`config.mk`:
```
export PLATFORM = sky130hd
export DESIGN_NAME = bmove_top
export DESIGN_NICKNAME = d
export VERILOG_FILES = /design/src/rtl/bmove_pkg.sv /design/src/rtl/bmove_rst_sync.sv /design/src/rtl/bmove_slot_ctl.sv /design/src/rtl/bmove_offset_reg.sv /design/src/rtl/bmove_counter.sv /design/src/rtl/bmove_top.sv
export SDC_FILE = /design/constraint.sdc
export NUM_CORES = 1
export LEC_CHECK = 0
export ABC_AREA = 1
export BUFFER_PORTS_ARGS = -buffer_cell sky130_fd_sc_hd__buf_2
export CORE_UTILIZATION = 58
export CTS_CLUSTER_DIAMETER = 30
export CTS_CLUSTER_SIZE = 12
export DETAILED_ROUTE_END_ITERATION = 6
export MAX_ROUTING_LAYER = met4
export PLACE_DENSITY = 0.95
export REMOVE_ABC_BUFFERS = 1
export SETUP_SLACK_MARGIN = 0.3
export SLEW_MARGIN = 20
export SYNTH_ARGS = -nofsm -noshare
export SYNTH_HDL_FRONTEND = slang
export SYNTH_SLANG_ARGS = --single-unit
```
`constraint.sdc`:
```
create_clock -name clk -period 4.25 [get_ports clk]
set_input_delay 0.6375 -clock clk [delete_from_list [all_inputs] [get_ports clk]]
set_output_delay 0.6375 -clock clk [all_outputs]
set_load 0.02 [all_outputs]
```
`src/rtl/bmove_pkg.sv`:
```
package bmove_pkg;
  typedef enum logic {
    DIR_UP   = 1'b0,
    DIR_DOWN = 1'b1
  } move_dir_e;

  // Number of offset registers stepped in lock-step (source, destination).
  localparam int NUM_PTR = 2;
  localparam int PTR_SRC = 0;
  localparam int PTR_DST = 1;
endpackage

```
`src/rtl/bmove_rst_sync.sv`:
```
module bmove_rst_sync (
  input  logic clk,
  input  logic rst_n,
  output logic rst_n_sync_o
);
  logic [1:0] sync_q;

  always_ff @(posedge clk or negedge rst_n) begin
    if (!rst_n) sync_q <= 2'b00;
    else        sync_q <= {sync_q[0], 1'b1};
  end

  assign rst_n_sync_o = sync_q[1];
endmodule

```
`src/rtl/bmove_slot_ctl.sv`:
```
module bmove_slot_ctl #(
  parameter int SLOT_CYC = 7,
  parameter int RD_SLOT  = 0,
  parameter int WR_SLOT  = 2
) (
  input  logic clk,
  input  logic rst_n,
  input  logic start_i,
  input  logic last_i,
  output logic load_o,
  output logic rd_o,
  output logic wr_o,
  output logic cap_o,
  output logic step_o,
  output logic busy_o,
  output logic done_o
);
  localparam int PH_W = (SLOT_CYC > 1) ? $clog2(SLOT_CYC) : 1;
  localparam logic [PH_W-1:0] LAST_PH = PH_W'(SLOT_CYC - 1);
  localparam logic [PH_W-1:0] RD_PH   = PH_W'(RD_SLOT);
  localparam logic [PH_W-1:0] CAP_PH  = PH_W'(RD_SLOT + 1);
  localparam logic [PH_W-1:0] WR_PH   = PH_W'(WR_SLOT);

  logic            busy_q, busy_d;
  logic            done_q, done_d;
  logic [PH_W-1:0] phase_q, phase_d;
  logic            phase_en;

  always_comb begin
    load_o   = start_i & ~busy_q;
    step_o   = busy_q & (phase_q == LAST_PH);
    rd_o     = busy_q & (phase_q == RD_PH);
    wr_o     = busy_q & (phase_q == WR_PH);
    cap_o    = busy_q & (phase_q == CAP_PH);
    done_d   = step_o & last_i;
    busy_d   = busy_q;
    phase_d  = phase_q;
    phase_en = load_o | busy_q;
    if (load_o) begin
      busy_d  = 1'b1;
      phase_d = '0;
    end else if (step_o) begin
      phase_d = '0;
      if (last_i) busy_d = 1'b0;
    end else if (busy_q) begin
      phase_d = phase_q + 1'b1;
    end
  end

  always_ff @(posedge clk or negedge rst_n) begin
    if (!rst_n) begin
      busy_q  <= 1'b0;
      done_q  <= 1'b0;
      phase_q <= '0;
    end else begin
      done_q <= done_d;
      busy_q <= busy_d;
      if (phase_en) phase_q <= phase_d;
    end
  end

  assign busy_o = busy_q;
  assign done_o = done_q;

  p_slot_advance_r3: assert property (@(posedge clk) disable iff (!rst_n)
    (busy_q && !step_o) |=> (phase_q == $past(phase_q) + 1'b1));
  p_slot_restart_r3: assert property (@(posedge clk) disable iff (!rst_n)
    (step_o && !last_i) |=> (busy_q && phase_q == '0));
  p_done_pulse_r6: assert property (@(posedge clk) disable iff (!rst_n)
    done_q |=> !done_q);
  p_done_idle_r6: assert property (@(posedge clk) disable iff (!rst_n)
    done_q |-> !busy_q);
  p_start_busy_r1: assert property (@(posedge clk) disable iff (!rst_n)
    (start_i && !busy_q) |=> (busy_q && phase_q == '0));
endmodule

```
`src/rtl/bmove_offset_reg.sv`:
```
module bmove_offset_reg #(
  parameter int W  = 16,
  parameter int NW = 8
) (
  input  logic         clk,
  input  logic         rst_n,
  input  logic         load_i,
  input  logic [W-1:0] load_val_i,
  input  logic         load_narrow_i,
  input  logic         step_i,
  input  bmove_pkg::move_dir_e dir_i,
  input  logic         narrow_i,
  output logic [W-1:0] val_o
);
  import bmove_pkg::*;

  logic [W-1:0]  val_q, val_d;
  logic          val_en;
  logic [NW-1:0] lo_nxt;
  logic [W-1:0]  full_nxt;

  always_comb begin
    lo_nxt   = (dir_i == DIR_DOWN) ? (val_q[NW-1:0] - NW'(1)) : (val_q[NW-1:0] + NW'(1));
    full_nxt = (dir_i == DIR_DOWN) ? (val_q - W'(1)) : (val_q + W'(1));
    val_en   = load_i | step_i;
    val_d    = val_q;
    if (load_i) begin
      val_d = load_narrow_i ? {{(W-NW){1'b0}}, load_val_i[NW-1:0]} : load_val_i;
    end else if (step_i) begin
      val_d = narrow_i ? {{(W-NW){1'b0}}, lo_nxt} : full_nxt;
    end
  end

  always_ff @(posedge clk or negedge rst_n) begin
    if (!rst_n)      val_q <= '0;
    else if (val_en) val_q <= val_d;
  end

  assign val_o = val_q;

  p_step_up_r4: assert property (@(posedge clk) disable iff (!rst_n)
    (step_i && !load_i && !narrow_i && dir_i == DIR_UP) |=> (val_q == $past(val_q) + W'(1)));
  p_step_down_r4: assert property (@(posedge clk) disable iff (!rst_n)
    (step_i && !load_i && !narrow_i && dir_i == DIR_DOWN) |=> (val_q == $past(val_q) - W'(1)));
  p_hi_zero_r7: assert property (@(posedge clk) disable iff (!rst_n)
    narrow_i |-> (val_q[W-1:NW] == '0));
  p_hold_r9: assert property (@(posedge clk) disable iff (!rst_n)
    (!load_i && !step_i) |=> $stable(val_q));
endmodule

```
`src/rtl/bmove_counter.sv`:
```
module bmove_counter #(
  parameter int W = 16
) (
  input  logic         clk,
  input  logic         rst_n,
  input  logic         load_i,
  input  logic [W-1:0] load_val_i,
  input  logic         step_i,
  output logic [W-1:0] val_o,
  output logic         last_o
);
  logic [W-1:0] cnt_q, cnt_d;
  logic         cnt_en;

  always_comb begin
    cnt_en = load_i | step_i;
    cnt_d  = load_i ? load_val_i : (cnt_q - W'(1));
  end

  always_ff @(posedge clk or negedge rst_n) begin
    if (!rst_n)      cnt_q <= '0;
    else if (cnt_en) cnt_q <= cnt_d;
  end

  assign val_o  = cnt_q;
  assign last_o = (cnt_q == '0);

  p_count_dec_r5: assert property (@(posedge clk) disable iff (!rst_n)
    (step_i && !load_i) |=> (cnt_q == $past(cnt_q) - W'(1)));
  p_count_end_r5: assert property (@(posedge clk) disable iff (!rst_n)
    (step_i && !load_i && cnt_q == '0) |=> (cnt_q == '1));
endmodule

```
`src/rtl/bmove_top.sv`:
```
module bmove_top #(
  parameter int BANK_W   = 8,
  parameter int OFF_W    = 16,
  parameter int CNT_W    = 16,
  parameter int DATA_W   = 8,
  parameter int NARROW_W = 8,
  parameter int SLOT_CYC = 7,
  parameter int RD_SLOT  = 0,
  parameter int WR_SLOT  = 2,
  localparam int ADDR_W  = BANK_W + OFF_W
) (
  input  logic              clk,
  input  logic              rst_n,
  input  logic              start_i,
  input  logic              dir_down_i,
  input  logic              narrow_idx_i,
  input  logic [BANK_W-1:0] src_bank_i,
  input  logic [BANK_W-1:0] dst_bank_i,
  input  logic [OFF_W-1:0]  src_off_i,
  input  logic [OFF_W-1:0]  dst_off_i,
  input  logic [CNT_W-1:0]  count_i,
  output logic              mem_req_o,
  output logic              mem_we_o,
  output logic [ADDR_W-1:0] mem_addr_o,
  output logic [DATA_W-1:0] mem_wdata_o,
  input  logic [DATA_W-1:0] mem_rdata_i,
  output logic [OFF_W-1:0]  src_off_o,
  output logic [OFF_W-1:0]  dst_off_o,
  output logic [CNT_W-1:0]  count_o,
  output logic              busy_o,
  output logic              done_o
);
  import bmove_pkg::*;

  logic rst_n_s;
  logic load, rd, wr, cap, step, last;

  logic [BANK_W-1:0] src_bank_q, dst_bank_q;
  logic              narrow_q;
  move_dir_e         dir_q, dir_d;
  logic [DATA_W-1:0] data_q;

  logic [OFF_W-1:0] ptr_init [NUM_PTR];
  logic [OFF_W-1:0] ptr_val  [NUM_PTR];

  bmove_rst_sync u_rst (
    .clk          (clk),
    .rst_n        (rst_n),
    .rst_n_sync_o (rst_n_s)
  );

  bmove_slot_ctl #(
    .SLOT_CYC (SLOT_CYC),
    .RD_SLOT  (RD_SLOT),
    .WR_SLOT  (WR_SLOT)
  ) u_ctl (
    .clk     (clk),
    .rst_n   (rst_n_s),
    .start_i (start_i),
    .last_i  (last),
    .load_o  (load),
    .rd_o    (rd),
    .wr_o    (wr),
    .cap_o   (cap),
    .step_o  (step),
    .busy_o  (busy_o),
    .done_o  (done_o)
  );

  bmove_counter #(.W(CNT_W)) u_cnt (
    .clk        (clk),
    .rst_n      (rst_n_s),
    .load_i     (load),
    .load_val_i (count_i),
    .step_i     (step),
    .val_o      (count_o),
    .last_o     (last)
  );

  assign ptr_init[PTR_SRC] = src_off_i;
  assign ptr_init[PTR_DST] = dst_off_i;

  for (genvar g = 0; g < NUM_PTR; g++) begin : g_ptr
    bmove_offset_reg #(.W(OFF_W), .NW(NARROW_W)) u_off (
      .clk           (clk),
      .rst_n         (rst_n_s),
      .load_i        (load),
      .load_val_i    (ptr_init[g]),
      .load_narrow_i (narrow_idx_i),
      .step_i        (step),
      .dir_i         (dir_q),
      .narrow_i      (narrow_q),
      .val_o         (ptr_val[g])
    );
  end

  assign dir_d = dir_down_i ? DIR_DOWN : DIR_UP;

  // Operand context, captured once per move
  always_ff @(posedge clk or negedge rst_n_s) begin
    if (!rst_n_s) begin
      src_bank_q <= '0;
      dst_bank_q <= '0;
      narrow_q   <= 1'b0;
      dir_q      <= DIR_UP;
    end else if (load) begin
      src_bank_q <= src_bank_i;
      dst_bank_q <= dst_bank_i;
      narrow_q   <= narrow_idx_i;
      dir_q      <= dir_d;
    end
  end

  // Byte holding register, loaded the cycle read data returns
  always_ff @(posedge clk or negedge rst_n_s) begin
    if (!rst_n_s)  data_q <= '0;
    else if (cap)  data_q <= mem_rdata_i;
  end

  always_comb begin
    mem_req_o   = rd | wr;
    mem_we_o    = wr;
    mem_addr_o  = wr ? {dst_bank_q, ptr_val[PTR_DST]} : {src_bank_q, ptr_val[PTR_SRC]};
    mem_wdata_o = data_q;
  end

  assign src_off_o = ptr_val[PTR_SRC];
  assign dst_off_o = ptr_val[PTR_DST];

  p_req_in_move_r2: assert property (@(posedge clk) disable iff (!rst_n_s)
    mem_req_o |-> busy_o);
  p_write_after_read_r2: assert property (@(posedge clk) disable iff (!rst_n_s)
    (mem_req_o && !mem_we_o) |=> !mem_req_o);
  p_ctx_hold_r1: assert property (@(posedge clk) disable iff (!rst_n_s)
    (busy_o && start_i) |=> ($stable(src_bank_q) && $stable(dst_bank_q) && $stable(dir_q)));
  p_idle_quiet_r9: assert property (@(posedge clk) disable iff (!rst_n_s)
    (!busy_o && !start_i) |=> ($stable(count_o) && !mem_req_o));
endmodule

```
==> results.py, run 1 <==
metrics = {
    "global_route": {
        "grt_pass1_vias": 5943,
        "grt_pass1_wl_mm": 27.1,
        "antenna_found_initial": 1,
        "grt_max_degree": 80,
        "grt_use_total_pct": 31.7,
        "gr-total-overflow": 0,
    },
    "yosys": {
        "synth.distinct_cells": 40,
        "synth_area_um2": 6030,
        "synth_top_family_by_area": "simple AND/OR/NAND/NOR gates",
        "async_reset_ff_share_pct": 100,
        "yosysWarnings": 0,
        "avgSynthCellArea_um2": 6.71,
        "muxShareOfSynthArea_pct": 1.49,
        "synth_top_cell_area_share_pct": 33.6,
        "synth-xor-area-share_pct": 2.32,
        "synth_compound_area_share_pct": 9.86,
        "synth-edff-count": 0,
        "yosysTopAreaCell": "dfrtp_1",
        "synthAdderAreaFrac_pct": 7.72,
        "ys.flop_type": "dfrtp_1",
        "synth-simple-area-share_pct": 34.6,
        "syn_inst": 899,
        "yosys-top-cells-area": "dfrtp_1 (34%), nand2_1 (22%), inv_1 (7.8%)",
        "ys_ff_latch": 81,
        "seq_area_frac_synth_pct": 33.6,
    },
    "clocking": {
        "holdBufCountCts": 0,
        "ctsHtreeMaxLevel": 3,
        "cts_max_path_buffers": 2,
        "clock_latency_ns": 0.37,
        "cts.reportedPaths.clkPinSlew_ns": 0.09,
        "clkSinkCount": 81,
        "root_buffer": "clkbuf_8",
        "post_cts_buffers": 0,
        "cts_tree": "yes",
        "numCtsBuffers": 9,
        "ctsResizeCount": 0,
    },
    "detailed_routing": {
        "drt_iter0_markers": 478,
        "ant_nets": 0,
        "drt-pass1-iter-count": 5,
        "drt-wirelength-per-cell_um": 13.7,
        "vias": 6371,
        "drc": 0,
        "drt_wl_total_mm": 16.3,
        "viasPerCell": 5.36,
    },
    "setup_path": {
        "rr_endpoint": "g_ptr[0].u_off.val_o[8]$_DFFE_PN0P_",
        "regToRegSetupSlack_ns": 1.70,
        "critPathKind": "reg -> out",
        "worstPathCellList": "inv_1, ha_1, inv_1, nor2_2, buf_4, inv_2, nand2_1, nand2_1, buf_2",
        "max_stage_delay_ns": 0.42,
        "cp-end-kind": "output pin",
        "reg2reg_depth": 10,
        "reg2reg_from": "dir_q$_DFFE_PN0P_",
        "cp_max_fo": 31,
        "crit_family": "buffers and inverters",
        "cp.required_ns": 3.61,
        "cp_num_buf_inv": 5,
        "worstSetupStartpointType": "flop",
        "arrival_ns": 2.24,
        "cpMaxStageDelayCell": "dfrtp_1",
    },
    "sta": {
        "fin_worst_skew_ns": 0.0196,
        "timing.hold.ws_ns": 0.0457,
        "tightest_slew_ns": 0.843,
        "tns_ns": 0,
        "fin_crit_sh_pct": 67.6,
        "rsz0062_at_grt": "false",
        "fmax_mhz": 348,
        "hold_viol_final": 0,
        "maxSlewViolCount": 0,
        "finalSetupViolations": 0,
        "period_minus_slack_ns": 2.87,
        "slew_headroom_pct": 43.7,
    },
    "power": {
        "seqPwrFrac_pct": 25.3,
        "p_clk_share_pct": 11.0,
        "p_sw_share_pct": 53.2,
        "finalPower_mw": 5.49,
        "p_sw_mw": 2.92,
        "power.density_nw_per_um2": 770,
        "intPower_mw": 2.57,
        "p_leak_nw": 4.12,
        "ir_drop_mv": 0.364,
        "power_frac_comb_pct": 63.8,
    },
    "die": {
        "die_area_um2": 10800,
        "rows": 36,
        "die_x_um": 104,
        "die_h_um": 104,
        "io_pins": 161,
        "initial_core_util_pct": 60.8,
        "core_um2": 9910,
    },
    "min_path": {
        "min_path_type": "in -> async",
    },
    "final_layout": {
        "final_cell_mix": "nand2_1 (346), buf_2 (160), inv_1 (126), dfrtp_1 (80), nor2_1 (66)",
        "layout-drive-gt1-share_pct": 20.6,
        "area_growth_pct": 18.3,
        "final_common_cell": "nand2_1",
        "final_cells": 1188,
        "nNetsFinal": 1162,
    },
    "placed_design": {
        "gp_congestion": 0.958,
        "io_buffers": 160,
        "placed_cells": 1170,
        "dp_hpwl_mm": 12.1,
    },
    "job": {
        "drv_cap": 0,
    },
    "outcome": {
        "outcome": "finished clean",
    },
}
-- power by group through the flow --
stage	registers, mW	clock network (mW)	logic, mW
finish	1.39	0.602	3.50
global route	1.42	0.639	3.91
CTS	1.39	0.600	3.47
detailed placement	1.40	0	3.44
global placement	1.39	0	3.31
floorplan	1.62	0	2.21
-- registers in the layout, indices dropped and copies added, names as in the netlist --
name               flops
narrow_q               1
g_ptr.u_off.val_o     32
dst_bank_q             8
u_rst.sync_q           2
u_ctl.done_o           1
src_bank_q             8
u_cnt.val_o           16
mem_wdata_o            8
u_ctl.phase_q          3
u_ctl.busy_o           1
dir_q                  1
-- cells by family after synthesis --
family,Yosys count
simple gates,502
buf+inv,154
fa+ha+maj,36
flops,81
xor+xnor,16
mux,8
other cells,1
compound gates,101
-- metal layers --
layer | vias to the layer above | global-route usage [%] | share of wire, %
met4 | 0 | 13.9 | 3.9
met2 | 264 | 52.6 | 48
met1 | 2921 | 38.7 | 41
met3 | 67 | 4.39 | 6.8
met5 | - | - | 0
li1 | 3119 | - | -
-- how the worst max path moves through the flow --
| stage | depth (start not counted) | slack [ns] | from | endpoint |
|---|---|---|---|---|
| global route | 9 | 1.22 | u_ctl.phase_q[0]$_DFFE_PN0P_ | mem_addr_o[9] |
| CTS | 9 | 1.39 | u_ctl.phase_q[0]$_DFFE_PN0P_ | mem_addr_o[20] |
| global placement | 7 | 1.80 | start_i | u_cnt.val_o[10]$_DFFE_PN0P_ |
| floorplan | 5 | 1.08 | u_ctl.busy_o$_DFFE_PN0P_ | mem_addr_o[10] |
| finish | 9 | 1.38 | u_ctl.phase_q[0]$_DFFE_PN0P_ | mem_addr_o[9] |
| detailed placement | 8 | 1.73 | start_i | u_cnt.val_o[12]$_DFFE_PN0P_ |
-- synth_stat cells (2+ instances only) --
cell type / instances
ha_1: 34
o311ai_0: 2
inv_2: 2
o21ai_0: 31
mux2_2: 8
buf_6: 2
nor2_1: 67
a21oi_2: 9
o21ai_1: 4
nand2_1: 346
a21oi_1: 35
dfrtp_1: 81
buf_1: 2
inv_1: 126
nand4_1: 6
or2_2: 4
nand3_1: 56
fa_1: 2
nand3b_1: 4
buf_2: 16
xor2_1: 8
xnor2_1: 8
nor3_1: 7
o211ai_1: 15
nor2_2: 3
nor2_8: 2
clkbuf_1: 4
nand3_2: 2
a211oi_1: 2
-- metrics by stage --
stage	setup WS, ns	util [%]	area, um2
2_1_floorplan	1.08	-	5900
4_1_cts	1.39	71.6	7100
3_3_place_gp	1.80	69.5	6890
3_5_place_dp	1.73	69.5	6890
5_1_grt	1.22	71.9	7130
6_report	1.38	71.9	7130
-- cell type report --
cell class | instances | area (um2)
multi-input combinational | 664 | 3380
fill | 818 | 2780
sequential | 81 | 2030
timing repair buffer | 164 | 851
inverter | 129 | 487
tap | 133 | 166
clock buffer | 9 | 124
clock inverter | 7 | 83.8
antenna | 1 | 2.50
No activity file was read; power rests on OpenSTA's default activity.
==> run 2, diff against run 1 <==
--- a/config.mk
+++ b/config.mk
@@ -5,14 +5,14 @@
 export SDC_FILE = /design/constraint.sdc
 export NUM_CORES = 1
 export LEC_CHECK = 0
-export ABC_AREA = 1
+export ABC_AREA = 0
 export BUFFER_PORTS_ARGS = -buffer_cell sky130_fd_sc_hd__buf_2
-export CORE_UTILIZATION = 58
+export CORE_UTILIZATION = 47
 export CTS_CLUSTER_DIAMETER = 30
 export CTS_CLUSTER_SIZE = 12
 export DETAILED_ROUTE_END_ITERATION = 6
 export MAX_ROUTING_LAYER = met4
-export PLACE_DENSITY = 0.95
+export PLACE_DENSITY = 0.85
 export REMOVE_ABC_BUFFERS = 1
 export SETUP_SLACK_MARGIN = 0.3
 export SLEW_MARGIN = 20
==> constraint.sdc (replaced) <==
create_clock -name clk -period 2.3 [get_ports clk]
set_input_delay 0.345 -clock clk [delete_from_list [all_inputs] [get_ports clk]]
set_output_delay 0.345 -clock clk [all_outputs]
set_load 0.02 [all_outputs]
==> results.py, run 2 <==
metrics = {
    "sta": {
        "setup_ws_ns": -0.0766,
        "fin_crit_sh_pct": 103,
        "finalSetupViolations": 6,
        "tightest_slew_ns": 0.536,
        "period_minus_slack_ns": 2.38,
        "slew_headroom_pct": 64.2,
        "fmax_mhz": 421,
        "fin_worst_skew_ns": 0.0108,
        "maxSlewViolCount": 0,
        "hold_viol_final": 0,
        "rsz0062_at_grt": "true",
    },
    "setup_path": {
        "cp.required_ns": 2.54,
        "cp_max_fo": 7,
        "cp-end-kind": "flop",
        "worstSetupStartpointType": "flop",
        "regToRegSetupSlack_ns": -0.08,
        "arrival_ns": 2.62,
        "critPathKind": "reg -> reg",
    },
    "clocking": {
        "ctsHtreeMaxLevel": 3,
        "numCtsBuffers": 9,
        "cts_tree": "yes",
        "clkSinkCount": 81,
        "cts.reportedPaths.clkPinSlew_ns": 0.09,
        "clock_latency_ns": 0.37,
        "root_buffer": "clkbuf_8",
        "cts_max_path_buffers": 2,
    },
    "power": {
        "power.density_nw_per_um2": 1510,
        "ir_drop_mv": 0.896,
        "p_leak_nw": 4.03,
    },
    "yosys": {
        "synth_top_cell_area_share_pct": 39.3,
        "yosysTopAreaCell": "dfrtp_1",
        "ys.flop_type": "dfrtp_1",
        "synth.distinct_cells": 58,
        "muxShareOfSynthArea_pct": 6.94,
        "synth-simple-area-share_pct": 17.9,
        "synthTopCellsByCount": "nand2_1 (108), dfrtp_1 (81), nor2_1 (57)",
        "yosysWarnings": 0,
        "syn_inst": 577,
        "avgSynthCellArea_um2": 8.94,
        "ys_ff_latch": 81,
        "synthAdderAreaFrac_pct": 9.02,
        "synth-xor-area-share_pct": 6.79,
        "synth_most_common_cell": "nand2_1",
        "synth_compound_area_share_pct": 17.2,
        "synth-edff-count": 0,
        "synth_area_um2": 5160,
        "seq_area_frac_synth_pct": 39.3,
        "yosys-top-cells-area": "dfrtp_1 (39%), ha_1 (8.2%), nand2_1 (7.9%)",
        "synth_top_family_by_area": "simple AND/OR/NAND/NOR gates",
        "async_reset_ff_share_pct": 100,
    },
    "detailed_routing": {
        "drc": 0,
        "drt-wirelength-per-cell_um": 19.8,
        "ant_nets": 0,
        "viasPerCell": 5.74,
        "drt-pass1-iter-count": 5,
        "drt_wl_total_mm": 19.6,
        "vias": 5655,
        "drt_iter0_markers": 378,
    },
    "die": {
        "io_pins": 161,
        "die_area_um2": 11400,
        "die_x_um": 107,
        "die_h_um": 107,
        "rows": 37,
        "core_um2": 10500,
        "initial_core_util_pct": 49.3,
    },
    "final_layout": {
        "largest_reg_flops": 32,
        "area_growth_pct": 62.4,
        "final_cell_mix": "buf_2 (135), nand2_1 (97), buf_4 (88), dfrtp_1 (78), nor2_1 (52)",
        "final_common_cell": "buf_2",
        "final_cells": 986,
        "num_antenna_cells": 0,
        "layout-drive-gt1-share_pct": 51.4,
        "nNetsFinal": 959,
        "fin_util_pct": 80.1,
    },
    "global_route": {
        "grt_pass1_wl_mm": 29.0,
        "grt_max_degree": 54,
        "grt_use_total_pct": 34.3,
        "grt_pass1_vias": 5757,
        "gr-total-overflow": 0,
        "antenna_found_initial": 0,
    },
    "placed_design": {
        "io_buffers": 160,
        "gp_congestion": 0.955,
        "dp_hpwl_mm": 11.7,
        "dp_slack_ns": -0.238,
        "placed_cells": 927,
    },
    "outcome": {
        "outcome": "finished with violations",
        "violations": "setup timing",
    },
    "min_path": {
        "min_path_type": "in -> reg",
    },
    "job": {
        "drv_cap": 0,
    },
}
run 2: cell types whose count changed in the layout (fill, tap and decap cells not counted), moves of 23 or more:
cell / delta
nand3_1: -52
nand2_1: -249
buf_6: +43
inv_1: -114
ha_1: -23
buf_4: +85
buf_2: -25
run 2: final cells by class:
cell class,count,area (um2)
Clock buffer,11,141
Multi-Input combinational cell,459,3870
Timing Repair Buffer,280,2080
Inverter,15,56.3
Sequential cell,81,2030
Clock inverter,4,30.0
Fill cell,611,2080
Tap cell,136,170
run 2: per-layer routing:
| metal | GRT usage, % | vias to the layer above | wire length [um] |
|---|---|---|---|
| met2 | 58.4 | 282 | 9910 |
| met4 | 14.3 | 0 | 697 |
| met5 | - | - | 0 |
| met3 | 7.23 | 63 | 1430 |
| met1 | 39.1 | 2740 | 7510 |
| li1 | - | 2570 | - |
run 2: power breakdown:
group          internal (mW)  switching (mW)
Combinational           4.55            4.55
Sequential              1.93           0.634
Clock                  0.419           0.569
run 2: final timing paths:
kind,startpoint,endpoint,cells past startpoint
max,dir_q$_DFFE_PN0P_,g_ptr[1].u_off.val_o[15]$_DFFE_PN0P_,11
min,src_bank_i[5],src_bank_q[5]$_DFFE_PN0P_,3
max reg2reg,dir_q$_DFFE_PN0P_,g_ptr[1].u_off.val_o[15]$_DFFE_PN0P_,11
min reg2reg,u_rst.sync_q[1]$_DFF_PN0_,g_ptr[0].u_off.val_o[4]$_DFFE_PN0P_,0
max in group asynchronous,u_rst.sync_q[1]$_DFF_PN0_,dir_q$_DFFE_PN0P_,1
min in group asynchronous,u_rst.sync_q[1]$_DFF_PN0_,g_ptr[0].u_off.val_o[4]$_DFFE_PN0P_,0
run 2: worst max-delay path, cell delays in order (launching register included):
cell	delay [ns]
dfrtp_2	0.49
buf_8	0.18
buf_12	0.13
buf_8	0.12
ha_4	0.15
a21o_1	0.16
a21o_1	0.15
a221o_1	0.33
a21oi_2	0.12
xnor2_1	0.16
a21oi_1	0.11
a2bb2oi_1	0.15
run 2: cells by family after synthesis:
logic type                 Yosys count
AOI/OAI and AO/OA                  141
xor gates and xnor gates            40
adders and majority gates           36
buffers and inverters               37
DFF                                 81
muxes                               32
other                                1
and+or+nand+nor                    209
run 2: through the flow:
step / power, mW / hold WS [ns] / TNS (ns) / area (um2)
finish: 12.7 / 0.165 / -0.258 / 8380
global route: 13.3 / 0.152 / -1.22 / 8380
CTS: 11.7 / 0.153 / -0.0590 / 8040
detailed placement: 8.65 / 0.135 / -1.37 / 6640
global placement: 8.47 / 0.131 / -0.523 / 6640
floorplan: 6.23 / 0.0494 / -78.60 / 5070
run 2: what timing repair did:
item	4_1_cts	5_1_grt
endpoints found under the setup margin	59	63
cloned	2	0
pin swaps	58	23
setup buffers	31	10
resized for setup	216	52
hold endpoints to repair	2	0
hold buffers	1	0
